`src/rtl/i2c_cond_pkg.sv`:
```
package i2c_cond_pkg;
  localparam int unsigned SET_W = 5;
  localparam int unsigned CNT_W = SET_W + 1;

  typedef struct packed {
    logic             pin_sel;
    logic             pol;
    logic [SET_W-1:0] set_val;
  } ctrl_t;

  function automatic logic [SET_W-1:0] legal_set(input logic [SET_W-1:0] v);
    logic [SET_W-1:0] e;
    e = {v[SET_W-1:1], 1'b0};
    return (e == '0) ? SET_W'(2) : e;
  endfunction
endpackage

```
`src/rtl/cond_sync.sv`:
```
module cond_sync #(
  parameter int unsigned W = 2
) (
  input  logic         clk_i,
  input  logic         rst_ni,
  input  logic [W-1:0] d_i,
  output logic [W-1:0] q_o
);
  for (genvar g = 0; g < W; g++) begin : g_bit
    logic s1_q, s2_q;
    always_ff @(posedge clk_i or negedge rst_ni) begin
      if (!rst_ni) begin
        s1_q <= 1'b1;
        s2_q <= 1'b1;
      end else begin
        s1_q <= d_i[g];
        s2_q <= s1_q;
      end
    end
    assign q_o[g] = s2_q;
  end
endmodule

```
`src/rtl/cond_timer.sv`:
```
module cond_timer
  import i2c_cond_pkg::*;
(
  input  logic [SET_W-1:0] set_i,
  output logic [CNT_W-1:0] setup_cyc_o,
  output logic [CNT_W-1:0] hold_cyc_o,
  output logic [CNT_W-1:0] rel_cyc_o
);
  logic [SET_W-1:0] lv;
  assign lv          = legal_set(set_i);
  assign setup_cyc_o = {1'b0, lv} + CNT_W'(1);
  assign hold_cyc_o  = CNT_W'(lv >> 1);
  assign rel_cyc_o   = CNT_W'(lv >> 1) + CNT_W'(1);
endmodule

```
`src/rtl/cond_fsm.sv`:
```
module cond_fsm
  import i2c_cond_pkg::*;
(
  input  logic             clk_i,
  input  logic             rst_ni,
  input  logic             en_i,
  input  logic             scl_s_i,
  input  logic             sda_s_i,
  input  logic [CNT_W-1:0] setup_cyc_i,
  input  logic [CNT_W-1:0] hold_cyc_i,
  output logic             start_o,
  output logic             stop_o
);
  typedef enum logic {ST_IDLE, ST_HOLD} st_e;
  localparam logic [CNT_W-1:0] CNT_MAX = '1;

  st_e              st_q, st_d;
  logic             sda_q, kind_q, kind_d;
  logic [CNT_W-1:0] high_q, high_d, hold_q, hold_d;
  logic             sda_edge, setup_ok, fire, fire_stop;

  assign sda_edge = sda_s_i ^ sda_q;
  assign setup_ok = scl_s_i && (high_q >= setup_cyc_i);
  assign high_d   = !scl_s_i ? '0 : (high_q == CNT_MAX ? CNT_MAX : high_q + CNT_W'(1));

  always_comb begin
    st_d      = st_q;
    hold_d    = hold_q;
    kind_d    = kind_q;
    fire      = 1'b0;
    fire_stop = 1'b0;
    if (!en_i) begin
      st_d = ST_IDLE;
    end else begin
      unique case (st_q)
        ST_IDLE: if (sda_edge && setup_ok) begin
          if (hold_cyc_i <= CNT_W'(1)) begin
            fire      = 1'b1;
            fire_stop = sda_s_i;
          end else begin
            st_d   = ST_HOLD;
            hold_d = CNT_W'(1);
            kind_d = sda_s_i;
          end
        end
        ST_HOLD: begin
          if (!scl_s_i || sda_edge) begin
            st_d = ST_IDLE;
          end else if (hold_q + CNT_W'(1) >= hold_cyc_i) begin
            fire      = 1'b1;
            fire_stop = kind_q;
            st_d      = ST_IDLE;
          end else begin
            hold_d = hold_q + CNT_W'(1);
          end
        end
        default: st_d = ST_IDLE;
      endcase
    end
  end

  always_ff @(posedge clk_i or negedge rst_ni) begin
    if (!rst_ni) begin
      st_q    <= ST_IDLE;
      sda_q   <= 1'b1;
      kind_q  <= 1'b0;
      high_q  <= '0;
      hold_q  <= '0;
      start_o <= 1'b0;
      stop_o  <= 1'b0;
    end else begin
      st_q    <= st_d;
      sda_q   <= sda_s_i;
      kind_q  <= kind_d;
      high_q  <= high_d;
      hold_q  <= hold_d;
      start_o <= fire & ~fire_stop;
      stop_o  <= fire & fire_stop;
    end
  end

  assert_pulse_R2: assert property (@(posedge clk_i) disable iff (!rst_ni)
    start_o |=> !start_o);
  assert_setup_short_R3: assert property (@(posedge clk_i) disable iff (!rst_ni)
    (st_q == ST_IDLE && sda_edge && !setup_ok) |=> (!start_o && !stop_o));
  assert_hold_abort_R4: assert property (@(posedge clk_i) disable iff (!rst_ni)
    (st_q == ST_HOLD && !scl_s_i) |=> (!start_o && !stop_o));
  assert_one_kind_R5: assert property (@(posedge clk_i) disable iff (!rst_ni)
    !(start_o && stop_o));
endmodule

```
`src/rtl/cond_irq.sv`:
```
module cond_irq (
  input  logic clk_i,
  input  logic rst_ni,
  input  logic en_i,
  input  logic pin_sel_i,
  input  logic pol_i,
  input  logic scl_s_i,
  input  logic sda_s_i,
  input  logic clr_i,
  output logic req_o
);
  logic src, lvl, lvl_q, set;

  assign src = pin_sel_i ? scl_s_i : sda_s_i;
  assign lvl = en_i & (pol_i ? src : ~src);
  assign set = lvl & ~lvl_q;

  always_ff @(posedge clk_i or negedge rst_ni) begin
    if (!rst_ni) begin
      lvl_q <= 1'b0;
      req_o <= 1'b0;
    end else begin
      lvl_q <= lvl;
      req_o <= set | (req_o & ~clr_i);
    end
  end

  assert_sticky_R10: assert property (@(posedge clk_i) disable iff (!rst_ni)
    (req_o && !clr_i) |=> req_o);
  assert_edge_sets_R9: assert property (@(posedge clk_i) disable iff (!rst_ni)
    $rose(lvl) |=> req_o);
  assert_off_quiet_R12: assert property (@(posedge clk_i) disable iff (!rst_ni)
    (!en_i && !req_o) |=> !req_o);
endmodule

```
`src/rtl/i2c_cond_det.sv`:
```
module i2c_cond_det
  import i2c_cond_pkg::*;
(
  input  logic             clk_i,
  input  logic             rst_ni,
  input  logic             en_i,
  input  logic             scl_i,
  input  logic             sda_i,
  input  logic             ctrl_we_i,
  input  logic [7:0]       ctrl_wdata_i,
  output logic [7:0]       ctrl_rdata_o,
  input  logic             irq_clr_i,
  output logic             start_o,
  output logic             stop_o,
  output logic [CNT_W-1:0] rel_cyc_o,
  output logic             irq_req_o
);
  ctrl_t            ctrl_q;
  logic [1:0]       bus_s;
  logic [CNT_W-1:0] setup_cyc, hold_cyc;

  always_ff @(posedge clk_i or negedge rst_ni) begin
    if (!rst_ni)        ctrl_q <= '0;
    else if (ctrl_we_i) ctrl_q <= ctrl_t'(ctrl_wdata_i[SET_W+1:0]);
  end
  assign ctrl_rdata_o = 8'(ctrl_q);

  cond_sync #(.W(2)) u_sync (
    .clk_i (clk_i),
    .rst_ni(rst_ni),
    .d_i   ({scl_i, sda_i}),
    .q_o   (bus_s)
  );

  cond_timer u_timer (
    .set_i      (ctrl_q.set_val),
    .setup_cyc_o(setup_cyc),
    .hold_cyc_o (hold_cyc),
    .rel_cyc_o  (rel_cyc_o)
  );

  cond_fsm u_fsm (
    .clk_i      (clk_i),
    .rst_ni     (rst_ni),
    .en_i       (en_i),
    .scl_s_i    (bus_s[1]),
    .sda_s_i    (bus_s[0]),
    .setup_cyc_i(setup_cyc),
    .hold_cyc_i (hold_cyc),
    .start_o    (start_o),
    .stop_o     (stop_o)
  );

  cond_irq u_irq (
    .clk_i    (clk_i),
    .rst_ni   (rst_ni),
    .en_i     (en_i),
    .pin_sel_i(ctrl_q.pin_sel),
    .pol_i    (ctrl_q.pol),
    .scl_s_i  (bus_s[1]),
    .sda_s_i  (bus_s[0]),
    .clr_i    (irq_clr_i),
    .req_o    (irq_req_o)
  );

  assert_bit7_R1: assert property (@(posedge clk_i) disable iff (!rst_ni)
    !ctrl_rdata_o[7]);
  assert_rel_min_R7: assert property (@(posedge clk_i) disable iff (!rst_ni)
    rel_cyc_o >= CNT_W'(2));
  assert_setup_even_R6: assert property (@(posedge clk_i) disable iff (!rst_ni)
    !setup_cyc[0] == 1'b0 && setup_cyc >= CNT_W'(3));
  assert_en_gate_R12: assert property (@(posedge clk_i) disable iff (!rst_ni)
    (start_o || stop_o) |-> $past(en_i));
endmodule

```
`config.mk`:
```
export PLATFORM = sky130hd
export DESIGN_NAME = i2c_cond_det
export DESIGN_NICKNAME = d
export VERILOG_FILES = /design/src/rtl/i2c_cond_pkg.sv /design/src/rtl/cond_sync.sv /design/src/rtl/cond_timer.sv /design/src/rtl/cond_fsm.sv /design/src/rtl/cond_irq.sv /design/src/rtl/i2c_cond_det.sv
export SDC_FILE = /design/constraint.sdc
export NUM_CORES = 1
export LEC_CHECK = 0
export BUFFER_PORTS_ARGS = -buffer_cell sky130_fd_sc_hd__buf_2
export CAP_MARGIN = 20
export CORE_MARGIN = 2
export CORE_UTILIZATION = 53
export DETAILED_ROUTE_END_ITERATION = 12
export PLACE_DENSITY = 0.89
export SLEW_MARGIN = 20
export SYNTH_ARGS = -nofsm -noshare
export SYNTH_HDL_FRONTEND = slang
export SYNTH_SLANG_ARGS = --single-unit
```
`constraint.sdc`:
```
create_clock -name clk_i -period 2.5 [get_ports clk_i]
set_clock_uncertainty 0.2 [all_clocks]
set_input_delay 0.75 -clock clk_i [delete_from_list [all_inputs] [get_ports clk_i]]
set_output_delay 0.75 -clock clk_i [all_outputs]
set_load 0.01 [all_outputs]
```
==> impl_results.md, run 1 <==
* Status: complete, but fails checks
* Failing checks: negative setup slack
* Capture point of the critical path: u_fsm.hold_q[2]$_DFFE_PN0P_
* Max Freq at 0.397 GHz
* DPL Wire Length at about 2.3 mm
* Synth top area cells: dfrtp_1, ha_1, dfstp_2
* N_diodes at 0
* Critical setup path kind: flop to flop
* RSZ-0062 raised after global routing: true
* Clock buffer depth at 2
* Nets at 203
* Final core occ at 0.671
* Vias in the first global route at 1,147
* Post-synth top cells: dfrtp_1, inv_1, ha_1, nand2_1, nand3_1
* Static leakage at 0.931 nW
* Sw frac at 0.295
* Clock power frac at 0.267
* R2R cell count at 9
* # setup viols final at 1
* Peak VDD IR at around 0.53 mV
* Hold Path Class: flop to flop
* Setup WS pre-CTS at 51.7 ps
* Initial Utilization at 0.562
* Slew @ Worst Pin at between 600 and 700 ps
* RR Endpoint: u_fsm.hold_q[2]$_DFFE_PN0P_
* Logic gate share of total power at 0.236
* Worst Setup Start Kind: flop
* Seq pwr share at 0.497
* Register area share after synthesis at 0.489
* Period utilisation layout at 1.01
* Number of enable flip-flop cells after synthesis at 0
* Total track usage at 0.209
* WL/cell at 15.6 microns
* First-pass GRT wire length at about 5.2 mm
* Layout cell share with drive strength beyond 1 at 0.376
* #FFs+latches synth at 30
* Global route total overflow at 0
* Worst EP arrival at 2530 ps
* Post-synth cell types at between 40 and 50
* R2r startpoint: ctrl_rdata_o[2]$_DFFE_PN0P_
* Pins over their slew limit at 0
* Cell area after synthesis at 1550 sq um
* Hold Path Depth at 0
* Clock sinks at 30
* MaxCap Viol Count at 0
* WL final at 3.27 mm
* Largest net degree at the start of global routing at 31
* Core Rows at 19
* Die ar. at 3370 sq um
* Placed cells at 198
* DR vias/cell at about 5.8
* Clock-pin slew on the worst setup and hold paths at 90 ps
* IO Pins at 32
* Syn Area/Cell at 11.1 sq um
* Initial drt markers at 48
* Final worst slack at -17.9 ps
* Slew headroom at 0.561
* Total power at 1.11 mW
* Final ANT Viol Nets at 0
* Area Overhead vs Synth at 19.5%
* Most common cell in the netlist: dfrtp_1
* H-tree depth at 2
* Crit path required time at approximately 2500 ps
* Pint at 0.784 mW
* Die X at 58.1 microns
* CTS buffer count at 5
* Initial antenna violation count at 0
* Routability cong. at 0.727
* Area leader, netlist: dfrtp_1
* Post-route DRC at 0
* NetSw at 0.327 mW
* Final cell count without fillers at between 200 and 250
* Core area at 2760 sq um
* Die Span Y at 58.1 microns
* Cell at the root of the clock tree: clkbuf_4
* DR vias at 1,216
* Port Buffers at 28
* First drt pass iteration count at 4
* Fin. Hold Viols at 0
* Fillers at between 200 and 250
* # hold bufs at CTS at 0
* P per Cell Area at 600 nW/um^2
* Worst-Skew Late Latency at 320 ps
* CP Capture Type: flop
* Mapped Cells at 139
* CTS tree: yes
* Yosys top cell area share at 0.404
* Synth warn at 0
* Post-layout min period at 2520 ps
* Ys flop type: dfrtp_1
* Sum of negative setup slack at -17.9 ps
* Crit path launch: ctrl_rdata_o[2]$_DFFE_PN0P_
* Crit Path Max Fanout at 7
* FF-to-FF setup slack at -20 ps
* FFs w/ async S/R, synth at 1.00
-- sequential cells by signal (all words and copies together) (netlist names) --
name and count:
ctrl_rdata_o 7, u_fsm.high_q 6, u_fsm.hold_q 6, u_fsm.kind_q 1
u_fsm.sda_q 1, u_fsm.st_q 1, u_fsm.start_o 1, u_fsm.stop_o 1
u_irq.lvl_q 1, u_irq.req_o 1, u_sync.g_bit.s1_q 2, u_sync.g_bit.s2_q 2
-- logic make-up (layout without fill, tap and decap cells) --
kind of cell,count (synthesis),count (layout),share of synthesized area
simple gates,36,36,0.137
other cells,1,2,0.00242
mux,7,7,0.0493
compound gates,27,27,0.133
xor+xnor,8,8,0.0452
buf+inv,19,57,0.0557
flops,30,30,0.489
fa+ha+maj,11,11,0.0889
-- per-stage QoR --
step / hold WS (ps) / area, sq um
2_1_floorplan: 145 / 1550
3_3_place_gp: 146 / 1730
3_5_place_dp: 156 / 1730
4_1_cts: 169 / 1790
5_1_grt: 174 / 1850
6_report: 166 / 1850
-- worst min path at each step --
stage,from,end,slack [ps]
2_1_floorplan,u_sync.g_bit[0].s1_q$_DFF_PN1_,u_sync.g_bit[0].s2_q$_DFF_PN1_,150
3_3_place_gp,u_sync.g_bit[0].s1_q$_DFF_PN1_,u_sync.g_bit[0].s2_q$_DFF_PN1_,150
3_5_place_dp,u_sync.g_bit[1].s1_q$_DFF_PN1_,u_sync.g_bit[1].s2_q$_DFF_PN1_,160
4_1_cts,u_sync.g_bit[1].s1_q$_DFF_PN1_,u_sync.g_bit[1].s2_q$_DFF_PN1_,170
5_1_grt,u_sync.g_bit[1].s1_q$_DFF_PN1_,u_sync.g_bit[1].s2_q$_DFF_PN1_,170
6_report,u_sync.g_bit[1].s1_q$_DFF_PN1_,u_sync.g_bit[1].s2_q$_DFF_PN1_,170
-- worst max-delay path, stage by stage (launching register included) --
cell	delay, ps
dfrtp_1	400
nor3_2	200
or2_4	170
inv_2	50
ha_4	250
a211oi_1	70
o21ai_1	190
nor4b_4	330
a22oi_2	200
a221o_1	350
-- routing by layer --
| metal | track usage | routed length [microns] |
|---|---|---|
| met1 | 0.247 | 1300 |
| met2 | 0.349 | 1710 |
| met3 | 0.0692 | 184 |
| met4 | 0.0864 | 69 |
| met5 | 0 | 0 |
-- cell type report --
type | instances | area (sq um) | share of cell area
Clock buffer | 7 | 55.1 | 0.0297
Clock inverter | 1 | 5.00 | 0.00270
Inverter | 13 | 48.8 | 0.0264
Multi-Input combinational cell | 91 | 746 | 0.403
Sequential cell | 30 | 757 | 0.409
Tap cell | 31 | 38.8 | 0.0210
Timing Repair Buffer | 36 | 200 | 0.108
-- what timing repair did --
action / in CTS / in global routing
endpoints found under the setup margin: 0 / 9
setup buffers: 0 / 4
resized for setup: 0 / 9
-- power by group through the flow --
stage	sequential, mW	clock (mW)	combinational (mW)
2_1_floorplan	0.565	0	0.132
3_3_place_gp	0.554	0	0.219
3_5_place_dp	0.559	0	0.232
4_1_cts	0.550	0.312	0.232
5_1_grt	0.558	0.333	0.290
6_report	0.552	0.296	0.262
-- cells in the final DEF, fill, tap and decap left out, types with 4 or more instances in the layout --
cell type and n:
a21boi_0 6, buf_2 28, buf_4 8, clkbuf_4 5
dfrtp_1 25, dfstp_2 5, ha_1 9, inv_1 12
mux2_2 4, nand2_1 9, nand3_1 8, o21ai_0 5
xnor2_1 6
No activity file was read; power rests on OpenSTA's default activity.
==> run 2: changes to the inputs <==
--- a/config.mk
+++ b/config.mk
@@ -5,12 +5,14 @@
 export SDC_FILE = /design/constraint.sdc
 export NUM_CORES = 1
 export LEC_CHECK = 0
-export BUFFER_PORTS_ARGS = -buffer_cell sky130_fd_sc_hd__buf_2
 export CAP_MARGIN = 20
 export CORE_MARGIN = 2
-export CORE_UTILIZATION = 53
+export CORE_UTILIZATION = 61
 export DETAILED_ROUTE_END_ITERATION = 12
-export PLACE_DENSITY = 0.89
+export DONT_BUFFER_PORTS = 1
+export PLACE_DENSITY = 0.88
+export SETUP_SLACK_MARGIN = 0.15
+export SKIP_LAST_GASP = 1
 export SLEW_MARGIN = 20
 export SYNTH_ARGS = -nofsm -noshare
 export SYNTH_HDL_FRONTEND = slang
==> run 2 against run 1 <==
The flow now finishes without violations; first-iteration DRC count decreased by 60%; worst setup slack improved by 110 ps; total power decreased by 3.0%; via count decreased by 8.2%; die area decreased by 12%; critical endpoint unchanged; largest power group unchanged.
==> impl_results.md, run 2 (same netlist as run 1, synthesis figures left out) <==
* H-tree depth at 2 (unchanged)
* WL/cell at 16.8 microns (was 15.6 microns)
* Peak VDD IR at 0.518 mV (was 0.534 mV)
* Area Overhead vs Synth at 13.6% (was 19.5%)
* # setup viols final at 0 (was 1)
* Core Rows at 18 (was 19)
* Initial Utilization at 0.637 (was 0.562)
* First-pass GRT wire length at 4.84 mm (was 5.17 mm)
* Initial drt markers at 19 (was 48)
* Period utilisation layout at 0.961 (was 1.01)
* Layout cell share with drive strength beyond 1 at 0.292 (was 0.376)
* Nets at 179 (was 203)
* Port Buffers at 0 (was 28)
* R2R cell count at 10 (was 9)
* FF-to-FF setup slack at 100 ps (was -20 ps)
* Global route total overflow at 0 (unchanged)
* First drt pass iteration count at 4 (unchanged)
* Clock buffer depth at 2 (unchanged)
* CTS buffer count at 5 (unchanged)
* WHS at 23.1 ps (was 166 ps)
* Cell at the root of the clock tree: clkbuf_4 (unchanged)
* Post-layout min period at 2400 ps (was 2520 ps)
* CP Capture Type: flop (unchanged)
* Pins over their slew limit at 0 (unchanged)
* Crit path required time at 2520 ps (about the same)
* Crit path launch: ctrl_rdata_o[3]$_DFFE_PN0P_ (was ctrl_rdata_o[2]$_DFFE_PN0P_)
* R2r startpoint: ctrl_rdata_o[3]$_DFFE_PN0P_ (was ctrl_rdata_o[2]$_DFFE_PN0P_)
* Hold Path Class: primary input to async pin (was flop to flop)
* Largest register FFs at 7 (unchanged)
* RR Endpoint: u_fsm.hold_q[2]$_DFFE_PN0P_ (unchanged)
* Crit Path Max Fanout at 6 (was 7)
* N_diodes at 0 (unchanged)
* Initial antenna violation count at 0 (unchanged)
* DR vias/cell at 6.07 (was 5.82)
* WL final at 3.09 mm (was 3.27 mm)
* Final ANT Viol Nets at 0 (unchanged)
* Critical setup path kind: flop to flop (unchanged)
* Fin. Hold Viols at 0 (unchanged)
* Core area at 2430 sq um (was 2760 sq um)
* CTS tree: yes (unchanged)
* Storage cell area at 758 sq um (was 757 sq um)
* Final core occ at 0.723 (was 0.671)
* Die Span Y at 54.4 microns (was 58.1 microns)
* Fillers at 186 (was 205)
* Die ar. at 2960 sq um (was 3370 sq um)
* Total power at 1.08 mW (was 1.11 mW)
* Max Freq at 0.416 GHz (was 0.397 GHz)
* Routability cong. at 0.730 (was 0.727)
* Largest net degree at the start of global routing at 26 (was 31)
* Most frequent cells in the layout: dfrtp_1, inv_1, buf_4 (was buf_2, dfrtp_1, inv_1)
* DPL Wire Length at 2.14 mm (was 2.25 mm)
* P per Cell Area at 613 nW/um^2 (was 600 nW/um^2)
* Worst EP arrival at 2420 ps (was 2530 ps)
* MaxCap Viol Count at 0 (unchanged)
* Status: finished, final reports clean (was complete, but fails checks)
* Clock sinks at 30 (unchanged)
* Worst-Skew Late Latency at 330 ps (was 320 ps)
* RSZ-0062 raised after global routing: true (unchanged)
* Post-route DRC at 0 (unchanged)
* Commonest non-fill, non-tap cell in the layout: dfrtp_1 (was buf_2)
* Clock-pin slew on the worst setup and hold paths at 90 ps (about the same)
* Worst Setup Start Kind: flop (unchanged)
* Static leakage at 0.841 nW (was 0.931 nW)
* Footprint of the multi-input gates at 746 sq um (unchanged)
* Die X at 54.4 microns (was 58.1 microns)
* DR vias at 1,116 (was 1,216)
* IO Pins at 32 (unchanged)
* Capture point of the critical path: u_fsm.hold_q[2]$_DFFE_PN0P_ (unchanged)
* Vias in the first global route at 1,114 (was 1,147)
* Total track usage at 0.239 (was 0.209)
==> run 2: critical path, cell delays in order (launching register included) <==
cell and delay [ps]:
dfrtp_2 420, nor3_2 190, or2_4 180, inv_4 40
ha_4 260, a211oi_2 50, o21ai_1 140, nor4b_4 260
a22oi_2 140, buf_6 140, a221o_1 280
==> run 2: report_power, final <==
part           switching, mW  internal [mW]  total (mW)
Clock                  0.160          0.136       0.296
Sequential            0.0353          0.524       0.559
Combinational          0.114          0.109       0.223
Total                  0.309          0.769        1.08
==> run 2: stage by stage <==
stage	setup slack (ps)	instance area, sq um	cells	setup TNS, ps
floorplan	156	1560	140	0
global placement	83.4	1600	170	0
detailed placement	39.0	1600	170	0
CTS	151	1730	182	0
global route	-13.3	1760	184	-13.3
finish	97.1	1760	184	0
==> run 2: how the worst min path moves through the flow <==
stage	startpoint	to	slack [ps]
6_report	rst_ni	u_fsm.hold_q[1]$_DFFE_PN0P_	20
3_5_place_dp	u_sync.g_bit[1].s1_q$_DFF_PN1_	u_sync.g_bit[1].s2_q$_DFF_PN1_	150
5_1_grt	rst_ni	u_fsm.hold_q[1]$_DFFE_PN0P_	20
2_1_floorplan	u_sync.g_bit[0].s1_q$_DFF_PN1_	u_sync.g_bit[0].s2_q$_DFF_PN1_	150
4_1_cts	rst_ni	u_fsm.high_q[4]$_DFF_PN0_	20
3_3_place_gp	u_sync.g_bit[0].s1_q$_DFF_PN1_	u_sync.g_bit[0].s2_q$_DFF_PN1_	150
==> run 2: metal layers <==
| layer | GRT usage | up-vias | part of all wire |
|---|---|---|---|
| met5 | 0 | - | 0 |
| met4 | 0.108 | 0 | 0.027 |
| met3 | 0.0929 | 9 | 0.062 |
| met2 | 0.410 | 37 | 0.51 |
| met1 | 0.260 | 556 | 0.40 |
| li1 | - | 514 | - |
==> run 2: repair_timing <==
action	4_1_cts	5_1_grt
hold buffers	1	0
hold endpoints to repair	25	0
endpoints found under the setup margin	8	8
buffers inserted	3	2
pin swaps	8	4
gates resized for setup	9	3
==> run 2: cell type report <==
cell class	instances	share of cell area
flip-flops and latches	30	0.431
multi-input cells	91	0.424
repair buffers	12	0.0605
clock buffers	7	0.0313
inverters	13	0.0292
well taps	30	0.0213
clock inverters	1	0.00284
